## config.mk

```make
export PLATFORM = sky130hd
export DESIGN_NAME = scd_ts_detect
export DESIGN_NICKNAME = d
export VERILOG_FILES = /design/src/rtl/scd_pkg.sv /design/src/rtl/scd_rx.sv /design/src/rtl/scd_decide.sv /design/src/rtl/scd_ts_detect.sv
export SDC_FILE = /design/constraint.sdc
export NUM_CORES = 1
export LEC_CHECK = 0
export ABC_AREA = 1
export BUFFER_PORTS_ARGS = -buffer_cell sky130_fd_sc_hd__buf_4
export CORE_MARGIN = 10
export CORE_UTILIZATION = 60
export CTS_BUF_LIST = sky130_fd_sc_hd__clkbuf_8
export DETAILED_ROUTE_END_ITERATION = 6
export PLACE_DENSITY = 0.81
export SLEW_MARGIN = 15
export SYNTH_ARGS = -nofsm -noshare
export SYNTH_HDL_FRONTEND = slang
export SYNTH_SLANG_ARGS = --single-unit
```

## constraint.sdc

```tcl
create_clock -name clk -period 2.2 [get_ports clk]
set_clock_uncertainty 0.05 [all_clocks]
set_input_delay 0.22 -clock clk [delete_from_list [all_inputs] [get_ports clk]]
set_output_delay 0.22 -clock clk [all_outputs]
set_load 0.005 [all_outputs]
```

## src/rtl/scd_pkg.sv

```systemverilog
package scd_pkg;

    localparam logic [7:0] TS_DIRECT  = 8'h3B;
    localparam logic [7:0] TS_INVERSE = 8'h3F;

    typedef enum logic [1:0] {
        RX_IDLE  = 2'd0,
        RX_DATA  = 2'd1,
        RX_GUARD = 2'd2
    } rx_state_e;

    // lvl[i] is the line level of the i-th data bit after the start bit
    typedef struct packed {
        logic [7:0] lvl;
        logic       par;
    } raw_frame_t;

    function automatic logic [7:0] bit_rev(input logic [7:0] v);
        logic [7:0] r;
        for (int i = 0; i < 8; i++) r[i] = v[7-i];
        return r;
    endfunction

    // Line levels a card would send for a byte in the given convention
    function automatic raw_frame_t encode_frame(input logic [7:0] b, input logic inv);
        raw_frame_t f;
        f.lvl = inv ? ~bit_rev(b) : b;
        f.par = inv ? ~(^b) : (^b);
        return f;
    endfunction

    function automatic logic [7:0] decode_frame(input raw_frame_t f, input logic inv);
        return inv ? bit_rev(~f.lvl) : f.lvl;
    endfunction

    function automatic logic parity_good(input raw_frame_t f, input logic inv);
        return inv ? (^{f.lvl, f.par}) : ~(^{f.lvl, f.par});
    endfunction

endpackage

```

## src/rtl/scd_rx.sv

```systemverilog
module scd_rx
    import scd_pkg::*;
#(
    parameter int SUBT  = 8,
    parameter int SYNCN = 2
) (
    input  logic       clk,
    input  logic       rst,
    input  logic       samp_tick,
    input  logic       io_in,
    input  logic       nack_req,
    output raw_frame_t frame,
    output logic       frame_done,
    output logic       drive_low
);
    localparam int CDW  = $clog2(SUBT + 1);
    localparam int HALF = SUBT / 2;

    logic [SYNCN-1:0] sync_q;
    logic             io_s;
    rx_state_e        state;
    logic [CDW-1:0]   cd;
    logic [3:0]       bidx;

    assign io_s = sync_q[SYNCN-1];

    always_ff @(posedge clk) begin
        if (rst) sync_q <= '1;
        else     sync_q <= {sync_q[SYNCN-2:0], io_in};
    end

    always_ff @(posedge clk) begin
        if (rst) begin
            state      <= RX_IDLE;
            cd         <= '0;
            bidx       <= '0;
            frame      <= '0;
            frame_done <= 1'b0;
            drive_low  <= 1'b0;
        end else begin
            frame_done <= 1'b0;
            if (samp_tick) begin
                case (state)
                    RX_IDLE: begin
                        if (!io_s) begin
                            state <= RX_DATA;
                            cd    <= CDW'(HALF);
                            bidx  <= '0;
                        end
                    end
                    default: begin
                        if (cd == CDW'(1)) begin
                            cd   <= CDW'(SUBT);
                            bidx <= bidx + 4'd1;
                            case (bidx)
                                4'd0: if (io_s) state <= RX_IDLE;
                                4'd9: begin
                                    frame.par  <= io_s;
                                    frame_done <= 1'b1;
                                    state      <= RX_GUARD;
                                end
                                4'd10: drive_low <= nack_req;
                                4'd11: begin
                                    drive_low <= 1'b0;
                                    state     <= RX_IDLE;
                                end
                                default: frame.lvl <= {io_s, frame.lvl[7:1]};
                            endcase
                        end else begin
                            cd <= cd - CDW'(1);
                        end
                    end
                endcase
            end
        end
    end

    a_r9_drive_in_guard: assert property (@(posedge clk) disable iff (rst)
        drive_low |-> (state == RX_GUARD));
    a_r9_release_to_idle: assert property (@(posedge clk) disable iff (rst)
        $fell(drive_low) |-> (state == RX_IDLE));
    a_r5_done_single: assert property (@(posedge clk) disable iff (rst)
        frame_done |=> !frame_done);

endmodule

```

## src/rtl/scd_decide.sv

```systemverilog
module scd_decide
    import scd_pkg::*;
(
    input  logic       clk,
    input  logic       rst,
    input  logic       arm,
    input  logic       nack_en,
    input  raw_frame_t frame,
    input  logic       frame_done,
    output logic       conv_inv,
    output logic       armed,
    output logic       byte_vld,
    output logic [7:0] byte_data,
    output logic       parity_err,
    output logic       nack_req
);
    logic match_dir, match_inv, ts_ok, use_inv, err;

    always_comb begin
        match_dir = (frame == encode_frame(TS_DIRECT, 1'b0));
        match_inv = (frame == encode_frame(TS_INVERSE, 1'b1));
        ts_ok     = armed && (match_dir || match_inv);
        use_inv   = ts_ok ? match_inv : conv_inv;
        err       = armed ? !(match_dir || match_inv) : !parity_good(frame, conv_inv);
    end

    always_ff @(posedge clk) begin
        if (rst) begin
            conv_inv   <= 1'b0;
            armed      <= 1'b0;
            byte_vld   <= 1'b0;
            byte_data  <= '0;
            parity_err <= 1'b0;
            nack_req   <= 1'b0;
        end else begin
            byte_vld   <= frame_done;
            parity_err <= frame_done && err && !nack_en;
            armed      <= arm || (armed && !(frame_done && ts_ok));
            if (frame_done) begin
                byte_data <= decode_frame(frame, use_inv);
                nack_req  <= err && nack_en;
                if (ts_ok) conv_inv <= match_inv;
            end
        end
    end

    a_r3_armed_clears_on_byte: assert property (@(posedge clk) disable iff (rst)
        $fell(armed) |-> (byte_vld && !parity_err));
    a_r4_conv_moves_with_byte: assert property (@(posedge clk) disable iff (rst)
        !$stable(conv_inv) |-> byte_vld);
    a_r7_flag_or_nack: assert property (@(posedge clk) disable iff (rst)
        !(parity_err && nack_req));
    a_r8_flag_with_strobe: assert property (@(posedge clk) disable iff (rst)
        parity_err |-> byte_vld);

endmodule

```

## src/rtl/scd_ts_detect.sv

```systemverilog
module scd_ts_detect
    import scd_pkg::*;
#(
    parameter int SUBT  = 8,
    parameter int SYNCN = 2
) (
    input  logic       clk,
    input  logic       rst,
    input  logic       samp_tick,
    input  logic       io_in,
    input  logic       arm,
    input  logic       nack_en,
    output logic       io_drive_low,
    output logic       conv_inv,
    output logic       armed,
    output logic       byte_vld,
    output logic [7:0] byte_data,
    output logic       parity_err
);
    raw_frame_t frame;
    logic       frame_done;
    logic       nack_req;

    scd_rx #(.SUBT(SUBT), .SYNCN(SYNCN)) u_rx (
        .clk        (clk),
        .rst        (rst),
        .samp_tick  (samp_tick),
        .io_in      (io_in),
        .nack_req   (nack_req),
        .frame      (frame),
        .frame_done (frame_done),
        .drive_low  (io_drive_low)
    );

    scd_decide u_dec (
        .clk        (clk),
        .rst        (rst),
        .arm        (arm),
        .nack_en    (nack_en),
        .frame      (frame),
        .frame_done (frame_done),
        .conv_inv   (conv_inv),
        .armed      (armed),
        .byte_vld   (byte_vld),
        .byte_data  (byte_data),
        .parity_err (parity_err),
        .nack_req   (nack_req)
    );

endmodule

```

# Word-level counts from Yosys, hierarchy flattened
# Index checks and enable logic that the tools add are counted.
[totals] register_bits=36 inputBits=6 out_inout_bits=13
[classes] add_sub_neg=2 eq_ne=8 mux=17 n_bitwise=6 n_reduce_logical=26
[ops] op="$mux 4" count=6
[ops] op="$eq 4x4->1 const B" count=3
[ops] op="$reduce_and 4->1" count=3
[ops] op="$eq 9x3->1 const B" count=1
[ops] op="$eq 9x7->1 const B" count=1
[ops] op="$reduce_xor 9->1" count=1
[ops] op="$mux 2" count=4
[ops] op="$mux 8" count=1
[ops] op="$not 8->8" count=1
[ops] op="$reduce_or 4->1" count=2
[ops] op="$logic_and 1x1->1" count=6
[ops] op="$pmux 2 s3" count=1
[ops] op="$not 1->1" count=5
[ops] op="$reduce_and 5->1" count=1
[ops] op="$add 4x1->4 const B" count=1
[ops] op="$eq 4x1->1 const B" count=1
[ops] op="$logic_not 1->1" count=4
[ops] op="$logic_not 4->1" count=1
[ops] op="$mux 1" count=4
[ops] op="$reduce_bool 2->1" count=2
[ops] op="$reduce_bool 4->1" count=1
[ops] op="$sub 4x1->4 const B" count=1
[ops] op="$ne 3x1->1 const B" count=1
[ops] op="$reduce_and 3->1" count=1
[ops] op="other kinds (5)" count=6

# Longest topological paths before layout
# Gate-level depths: netlist of run 1.
[depth] depth_word=7 mapped_depth=12

# Cells and area by module
# Synthesis of run 1 repeated with hierarchy kept, for this count alone.
[hier_totals] cells_unflattened=278 hier_area_um2=1926.8
[modules_own_cells] mod="scd_rx" n_inst=1 cells_per_inst=144 area_each_um2=1084.8
[modules_own_cells] mod="scd_decide" n_inst=1 cells_per_inst=134 area_each_um2=842.1

# Worst setup path before layout of run 1
# Ideal clock, no wire load.
[synth_timing] path_type="reg2reg" start="register u_rx.bidx[0]" end="register, netlist name u_rx.frame[5]" arrival_ns=1.359 required_time_ns=2.030 path_slack_ns=0.670 path_stages_with_launch=8 synth_period_minus_slack_ns=1.530 path_cell_list="dfxtp_1 -> inv_1 -> ha_1 -> o21ai_0 -> nand3_4 -> buf_6 -> o21ai_1 -> a21oi_1"
[synth_between] elab_chain_cells=4 word_cells_on_any_way=7 cone_classes="eq/ne: 3; bitwise: 1; reduce/logical: 3"
[synth_rtl] item="from (decl)" line="scd_rx.sv:23" source="logic [3:0] bidx;"
[synth_rtl] item="from (signal assigned)" line="scd_rx.sv:54" source="bidx <= bidx + 4'd1;"
[synth_rtl] item="$eq 4x4->1 or $logic_not 4->1 (tied branches)" line="scd_rx.sv:55" source="case (bidx)"
[synth_rtl] item="$reduce_or 4->1 (no source line) (*)"
[synth_rtl] item="$not 1->1 (no source line) (*)"
[synth_rtl] item="$reduce_and 4->1 (no source line) (*)"
# Every way passes the cells marked *; elsewhere a longest branch is shown, timed or not.
# A chain may end at the register's enable or synchronous reset.

# Worst setup path in the final report of run 1
[layout_timing] start="register u_rx.bidx[0]" end="register, netlist name u_rx.frame[3]"
[layout_between] elab_chain_cells=4 word_cells_on_any_way=7 cone_classes="eq/ne: 3; bitwise: 1; reduce/logical: 3"
[layout_rtl] item="$eq 4x4->1 or $logic_not 4->1 (tied branches)" line="scd_rx.sv:55"
[layout_rtl] item="$reduce_or 4->1 (no source line) (*)"
[layout_rtl] item="$not 1->1 (no source line) (*)"
[layout_rtl] item="$reduce_and 4->1 (no source line) (*)"
# Marked as above.

==> qor.yml, run 1 <==
status: "complete, no violations"
yosys.area.top_type: "dfxtp_1"
start_util_pct: 62.8
drc: 0
grt_max_degree: 19
portBuffers: 18
synth_cells: 266
worst_pin_slew_ns: 0.669
r2r_end: "u_rx.frame[3]$_SDFFE_PP0P_"
crit_arrival_ns: 1.83
ys_types: 30
grt_overflow: 0
grt_pass1_vias: 1416
synthArstFlopShare_pct: 0
nets: 302
design.die.area_um2: 5890
finalPower_mw: 1.29
multi_input_area_um2: 1000
io_pins: 19
die_x_um: 76.7
post-route-min-period_ns: 1.71
cts.path.max_buffers: 2
cts_resized: 0
dieHeight_um: 76.7
grt_pass1_wl_um: 6470
rsz0062_at_grt: "false"
crit_path_start_kind: "register"
drive_gt1_share_pct: 18.3
netlist.area_leader.share_pct: 37.3
seqCellArea_um2: 721
cts_hold_buf: 0
r2r_slack_ns: 0.49
fin_ws_ns: 0.489
clk-insertion-delay-late_ns: 0.29
finalSetupTns_ns: 0
netlist_top_cells_count: "59 x nand2_1, 41 x inv_1, 36 x dfxtp_1, 26 x nor2_1, 22 x a21oi_1"
wl_per_cell_um: 11.2
vias_per_cell: 4.80
r2r_cells: 6
synth-edff-count: 0
yosys_warnings: 0
clk_pin_slew_ns: 0.07
finalCritPeriodShare_pct: 77.8
synth.avg_cell_area_um2: 7.26
drtPass1Iterations: 4
place_area_um2: 2080
synth_area_um2: 1930
ys_seq_area_share_pct: 37.3
slew_violations: 0
synth_nets: 284
finalHoldViolCount: 0
crit_path_end: "u_rx.frame[3]$_SDFFE_PP0P_"
critPathLaunch: "u_rx.bidx[0]$_SDFFE_PP0P_"
worstSetupPathType: "reg -> reg"
max-cap-violations: 0
ys_ff_latch: 36
coreArea_um2: 3080
peakVddDrop_uv: 582
drtIter0Drc: 91
rows: 20
cts_setup_buffers: 0
ant_nets: 0
yosys-top-cells-area: "dfxtp_1 37%, nand2_1 11%, inv_1 8.0%, ha_1 7.8%, a21oi_1 5.7%"
powerDensity_nw_per_um2: 592
critPathCaptureType: "register"
r2r-start: "u_rx.bidx[0]$_SDFFE_PP0P_"
relSlewSlack_pct: 55.3
area_growth_pct: 12.6
synth_top_flop_cell: "dfxtp_1"
num_vias: 1576
track_usage_pct: 13.2
hpwlAfterDp_um: 2770
clock-sinks: 36
cts_made_buffers: 5
clockRootBuffer: "clkbuf_8"
cts_tree: "done"
setup_viol: 0
antenna_found_initial: 0
drt_wl_total_um: 3670
critPathMaxFanout: 16
gp_congestion: 0.785
hold_class: "in -> reg"
pre_cts_slack_ns: 0.506
ctsHtreeMaxLevel: 2
num_antenna_cells: 0
fin_area_um2: 2180
yosysMostFrequentCell: "nand2_1"
fillers: 284
leakage_nw: 0.956
fmax_mhz: 585
worstPathRequired_ns: 2.32
-- report_power, final --
group	switching (mW)	leakage [nW]	total, mW	internal (mW)
sequential	0.0109	0.291	0.675	0.664
combinational	0.0708	0.614	0.114	0.0428
clock	0.221	0.0503	0.499	0.279
total	0.302	0.956	1.29	0.986
-- state kept, by name, summed over array words and instances, names as in the netlist --
| signal | flops |
|---|---|
| u_rx.cd | 4 |
| u_rx.drive_low | 1 |
| u_rx.frame_done | 1 |
| u_dec.armed | 1 |
| u_rx.bidx | 4 |
| u_rx.frame | 9 |
| u_dec.parity_err | 1 |
| u_rx.state | 2 |
| u_dec.nack_req | 1 |
| u_dec.conv_inv | 1 |
| u_dec.byte_data | 8 |
| u_dec.byte_vld | 1 |
| u_rx.sync_q | 2 |
-- worst min path at each step --
stage / to / cells after the start / from / slack, ns
global placement: u_rx.sync_q[1]$_SDFF_PP1_ / 1 / u_rx.sync_q[0]$_SDFF_PP1_ / 0.35
CTS: u_dec.parity_err$_SDFF_PP0_ / 2 / nack_en / 0.04
detailed placement: u_rx.sync_q[1]$_SDFF_PP1_ / 1 / u_rx.sync_q[0]$_SDFF_PP1_ / 0.35
global route: u_dec.parity_err$_SDFF_PP0_ / 2 / nack_en / 0.05
floorplan: u_dec.parity_err$_SDFF_PP0_ / 1 / nack_en / 0.25
finish: u_dec.parity_err$_SDFF_PP0_ / 2 / nack_en / 0.05
-- metrics by stage --
step	instances	hold slack [ns]	util (%)
after floorplan	266	0.246	-
after global placement	321	0.345	67.6
after detailed placement	321	0.348	67.6
after CTS	328	0.0429	70.7
after global routing	328	0.0537	70.7
final	328	0.0519	70.7
-- layout make-up --
type	instances	share of cell area, %
Clock buffer	7	4.43
Inverter	45	7.76
Multi-Input combinational cell	178	45.9
Sequential cell	36	33.1
Tap cell	44	2.53
Timing Repair Buffer	18	6.21
-- cell usage in the layout (no fill, tap or decap), drive strengths merged, types with 5 or more instances in the layout --
cell / n
buf: 18
nor2: 31
nand3: 8
a21oi: 23
or2: 5
nand2: 67
ha: 12
inv: 45
dfxtp: 36
o21ai: 18
clkbuf: 7
o211ai: 6
-- logic make-up (layout without fill, tap and decap cells) --
logic type,count (synthesis),after routing,synth area share (%)
buffers and inverters,52,70,10.9
flip-flops,36,36,37.3
adder cells (fa/ha/maj),12,12,7.77
XOR/XNOR,2,2,0.907
AND/OR/NAND/NOR,116,116,28.2
AO/OA/AOI/OAI,48,48,14.9
-- layer usage --
layer | GRT usage (%) | vias to the layer above | part of all wire (%)
met5 | 0 | - | 0
li1 | - | 861 | -
met2 | 19.1 | 41 | 42
met3 | 5.71 | 7 | 7.4
met4 | 5.58 | 0 | 1.9
met1 | 16.6 | 667 | 49
-- critical path: stages (launching register included) --
cell	delay, ns
dfxtp_1	0.38
inv_1	0.10
ha_1	0.19
o21ai_0	0.35
nand3_4	0.24
o21ai_0	0.21
a21oi_1	0.06
(Power assumes the default switching activity.)
==> inputs of run 2 (changes only) <==
--- a/config.mk
+++ b/config.mk
@@ -8,10 +8,10 @@
 export ABC_AREA = 1
 export BUFFER_PORTS_ARGS = -buffer_cell sky130_fd_sc_hd__buf_4
 export CORE_MARGIN = 10
-export CORE_UTILIZATION = 60
+export CORE_UTILIZATION = 55
 export CTS_BUF_LIST = sky130_fd_sc_hd__clkbuf_8
 export DETAILED_ROUTE_END_ITERATION = 6
-export PLACE_DENSITY = 0.81
+export PLACE_DENSITY = 0.78
 export SLEW_MARGIN = 15
 export SYNTH_ARGS = -nofsm -noshare
 export SYNTH_HDL_FRONTEND = slang
==> constraint.sdc (replaced) <==
create_clock -name clk -period 1.45 [get_ports clk]
set_clock_uncertainty 0.05 [all_clocks]
set_input_delay 0.145 -clock clk [delete_from_list [all_inputs] [get_ports clk]]
set_output_delay 0.145 -clock clk [all_outputs]
set_load 0.005 [all_outputs]
==> qor.yml, run 2 (synthesis gave the netlist of run 1 again) <==
clockRootBuffer: "clkbuf_8"
ctsHtreeMaxLevel: 2  # unchanged
whs_ns: 0.133  # +0.0812 ns
antenna_found_initial: 0  # unchanged
whs_endpoint: "u_dec.armed$_SDFF_PP0_"
gr-max-usage-layer: "met2"
grt_max_degree: 18  # -1
dp_cells: 344  # +7.2%
drt_wl_total_um: 5390  # +47%
finalSetupTns_ns: -0.747  # -0.747 ns
fillers: 222  # -22%
start_util_pct: 57.4  # -5.3 points
ant_nets: 0  # unchanged
drtIter0Drc: 74  # -19%
worstPathCellList: "ha_4 -> nand2_1 -> nor2_4 -> nand2_4 -> nand2_4 -> nand2_8 -> buf_6 -> o211ai_1 -> nand2_1 -> inv_1"
clk-insertion-delay-late_ns: 0.29  # about the same
pwr-share-clk_pct: 36.3  # -2.5 points
grt_overflow: 0  # unchanged
regMostFlops: "u_rx.frame"
r2r-start: "u_rx.frame[1]$_SDFFE_PP0P_"
drtPass1Iterations: 5  # +1
worst_pin_slew_ns: 0.500  # -0.170 ns
dieHeight_um: 79.3  # +3.3%
gp_congestion: 0.834  # +6.2%
hold_class: "in -> reg"
worstPathRequired_ns: 1.64  # -0.68 ns
reg.largest.list: "u_rx.frame: 9 flops, u_dec.byte_data: 8 flops"
r2r_end: "u_dec.byte_data[5]$_SDFFE_PP0P_"
post-route-min-period_ns: 1.55  # -0.159 ns
multi_input_area_um2: 1220  # +22%
crit_arrival_ns: 1.74  # -0.09 ns
wl_per_cell_um: 14.7  # +31%
critical_path.slowest_cell: "dfxtp_1"
drc: 0  # unchanged
critPathCaptureType: "register"
grt_pass1_vias: 1829  # +29%
hold_depth: 3  # +1
portBuffers: 18  # unchanged
slowest_delay_ns: 0.38  # about the same
cts_made_buffers: 5  # unchanged
setup_viol: 12  # +12
max-cap-violations: 0  # unchanged
design.die.area_um2: 6280  # +6.7%
peakVddDrop_uv: 583  # +0.14%
p_seq_share_pct: 50.4  # -2.0 points
num_vias: 1880  # +19%
die_x_um: 79.3  # +3.3%
leakage_nw: 1.17  # +22%
io_pins: 19  # unchanged
hpwlAfterDp_um: 3140  # +13%
min-delay-start: "arm"
track_usage_pct: 15.5  # +2.3 points
rsz0062_at_grt: "true"
drive_gt1_share_pct: 44.1  # +26 points
fin_cells: 368  # +12%
sw_frac_of_total_pct: 26.2  # +2.7 points
grt_pass1_wl_um: 7910  # +22%
power_switching_mw: 0.532  # +76%
finalCritPeriodShare_pct: 107  # +29 points
status: "finished, violations left"
fmax_mhz: 644  # +10%
rows: 21  # +5.0%
power_frac_comb_pct: 13.3  # +4.5 points
slew_violations: 0  # unchanged
use_met2_pct: 29.9  # +11 points
num_antenna_cells: 0  # unchanged
r2r_cells: 10  # +4
cts_tree: "done"
crit_path_start_kind: "register"
layout_commonest_cell: "nand2_1"
area_growth_pct: 40.0
nets: 339  # +12%
intPower_mw: 1.50  # +52%
r2r_slack_ns: -0.10  # -0.59 ns
violations: "setup timing"
fin_ws_ns: -0.102  # -0.591 ns
final_cell_mix: "50 x nand2_1, 49 x buf_4, 32 x inv_1"
finalPower_mw: 2.03  # +58%
met3_usage_pct: 3.83  # -1.9 points
cts.path.max_buffers: 2  # unchanged
worstSetupPathType: "reg -> reg"
clk_pin_slew_ns: 0.07  # about the same
grtUsageMet1_pct: 15.0  # -1.6 points
finalHoldViolCount: 0  # unchanged
coreArea_um2: 3360  # +9.3%
critPathMaxFanout: 10  # -6
vias_per_cell: 5.11  # +6.3%
largest_register_ffs: 9  # unchanged
clock-sinks: 36  # unchanged
powerDensity_nw_per_um2: 752  # +27%
seqCellArea_um2: 733  # +1.7%
final_util_pct: 80.4  # +9.7 points
relSlewSlack_pct: 66.6  # +11 points
## run 2: metal layers
metal | share of wire (%) | routed length, um
met2 | 55 | 2970
met5 | 0 | 0
met3 | 3.2 | 175
met1 | 39 | 2100
met4 | 2.7 | 146
## run 2: how the worst max path moves through the flow
| stage | startpoint | end | slack [ns] | depth (start not counted) |
|---|---|---|---|---|
| global placement | u_rx.frame[6]$_SDFFE_PP0P_ | u_dec.byte_data[7]$_SDFFE_PP0P_ | -0.07 | 10 |
| global route | u_rx.frame[1]$_SDFFE_PP0P_ | u_dec.byte_data[3]$_SDFFE_PP0P_ | -0.20 | 10 |
| CTS | u_rx.frame[0]$_SDFFE_PP0P_ | u_dec.parity_err$_SDFF_PP0_ | -0.03 | 10 |
| floorplan | u_rx.frame[4]$_SDFFE_PP0P_ | u_dec.byte_data[6]$_SDFFE_PP0P_ | 0.009 | 11 |
| detailed placement | u_rx.frame[4]$_SDFFE_PP0P_ | u_dec.parity_err$_SDFF_PP0_ | -0.13 | 11 |
| finish | u_rx.frame[1]$_SDFFE_PP0P_ | u_dec.byte_data[5]$_SDFFE_PP0P_ | -0.10 | 10 |
## run 2: cell type report
class,instances,share of cell area [%]
timing repair buffer,54,15.9
multi-input combinational,179,45.1
clock inverter,2,0.278
sequential,36,27.1
tap,46,2.13
inverter,45,6.43
clock buffer,6,3.05
## run 2: critical path, delay by kind of cell, from the launching register on
| kind | cells | cell delay, ns |
|---|---|---|
| AO/OA/AOI/OAI | 1 | 0.17 |
| adder cells (fa/ha/maj) | 1 | 0.14 |
| AND/OR/NAND/NOR | 6 | 0.58 |
| flip-flops | 1 | 0.38 |
| buffers and inverters | 2 | 0.18 |
## run 2: timing repair
action                                 in CTS  in global routing
hold buffers                                2                  0
pin swaps                                   3                 17
gates resized for setup                    35                 42
setup endpoints to repair                  20                 26
buffers inserted                            4                  9
gates cloned                                1                  0
endpoints found under the hold margin       2                  0
## run 2: stage by stage
stage / area, um2 / worst slack (ns)
final: 2700 / -0.102
after global routing: 2700 / -0.201
after CTS: 2470 / -0.0282
after detailed placement: 2240 / -0.130
after global placement: 2240 / -0.0668
after floorplan: 1930 / 0.00871
## run 2: power by group through the flow
stage | sequential [mW] | combinational [mW] | clock, mW
floorplan | 1.04 | 0.130 | 0
global placement | 1.04 | 0.185 | 0
detailed placement | 1.04 | 0.195 | 0
CTS | 1.02 | 0.209 | 0.735
global route | 1.03 | 0.291 | 0.768
finish | 1.03 | 0.270 | 0.738
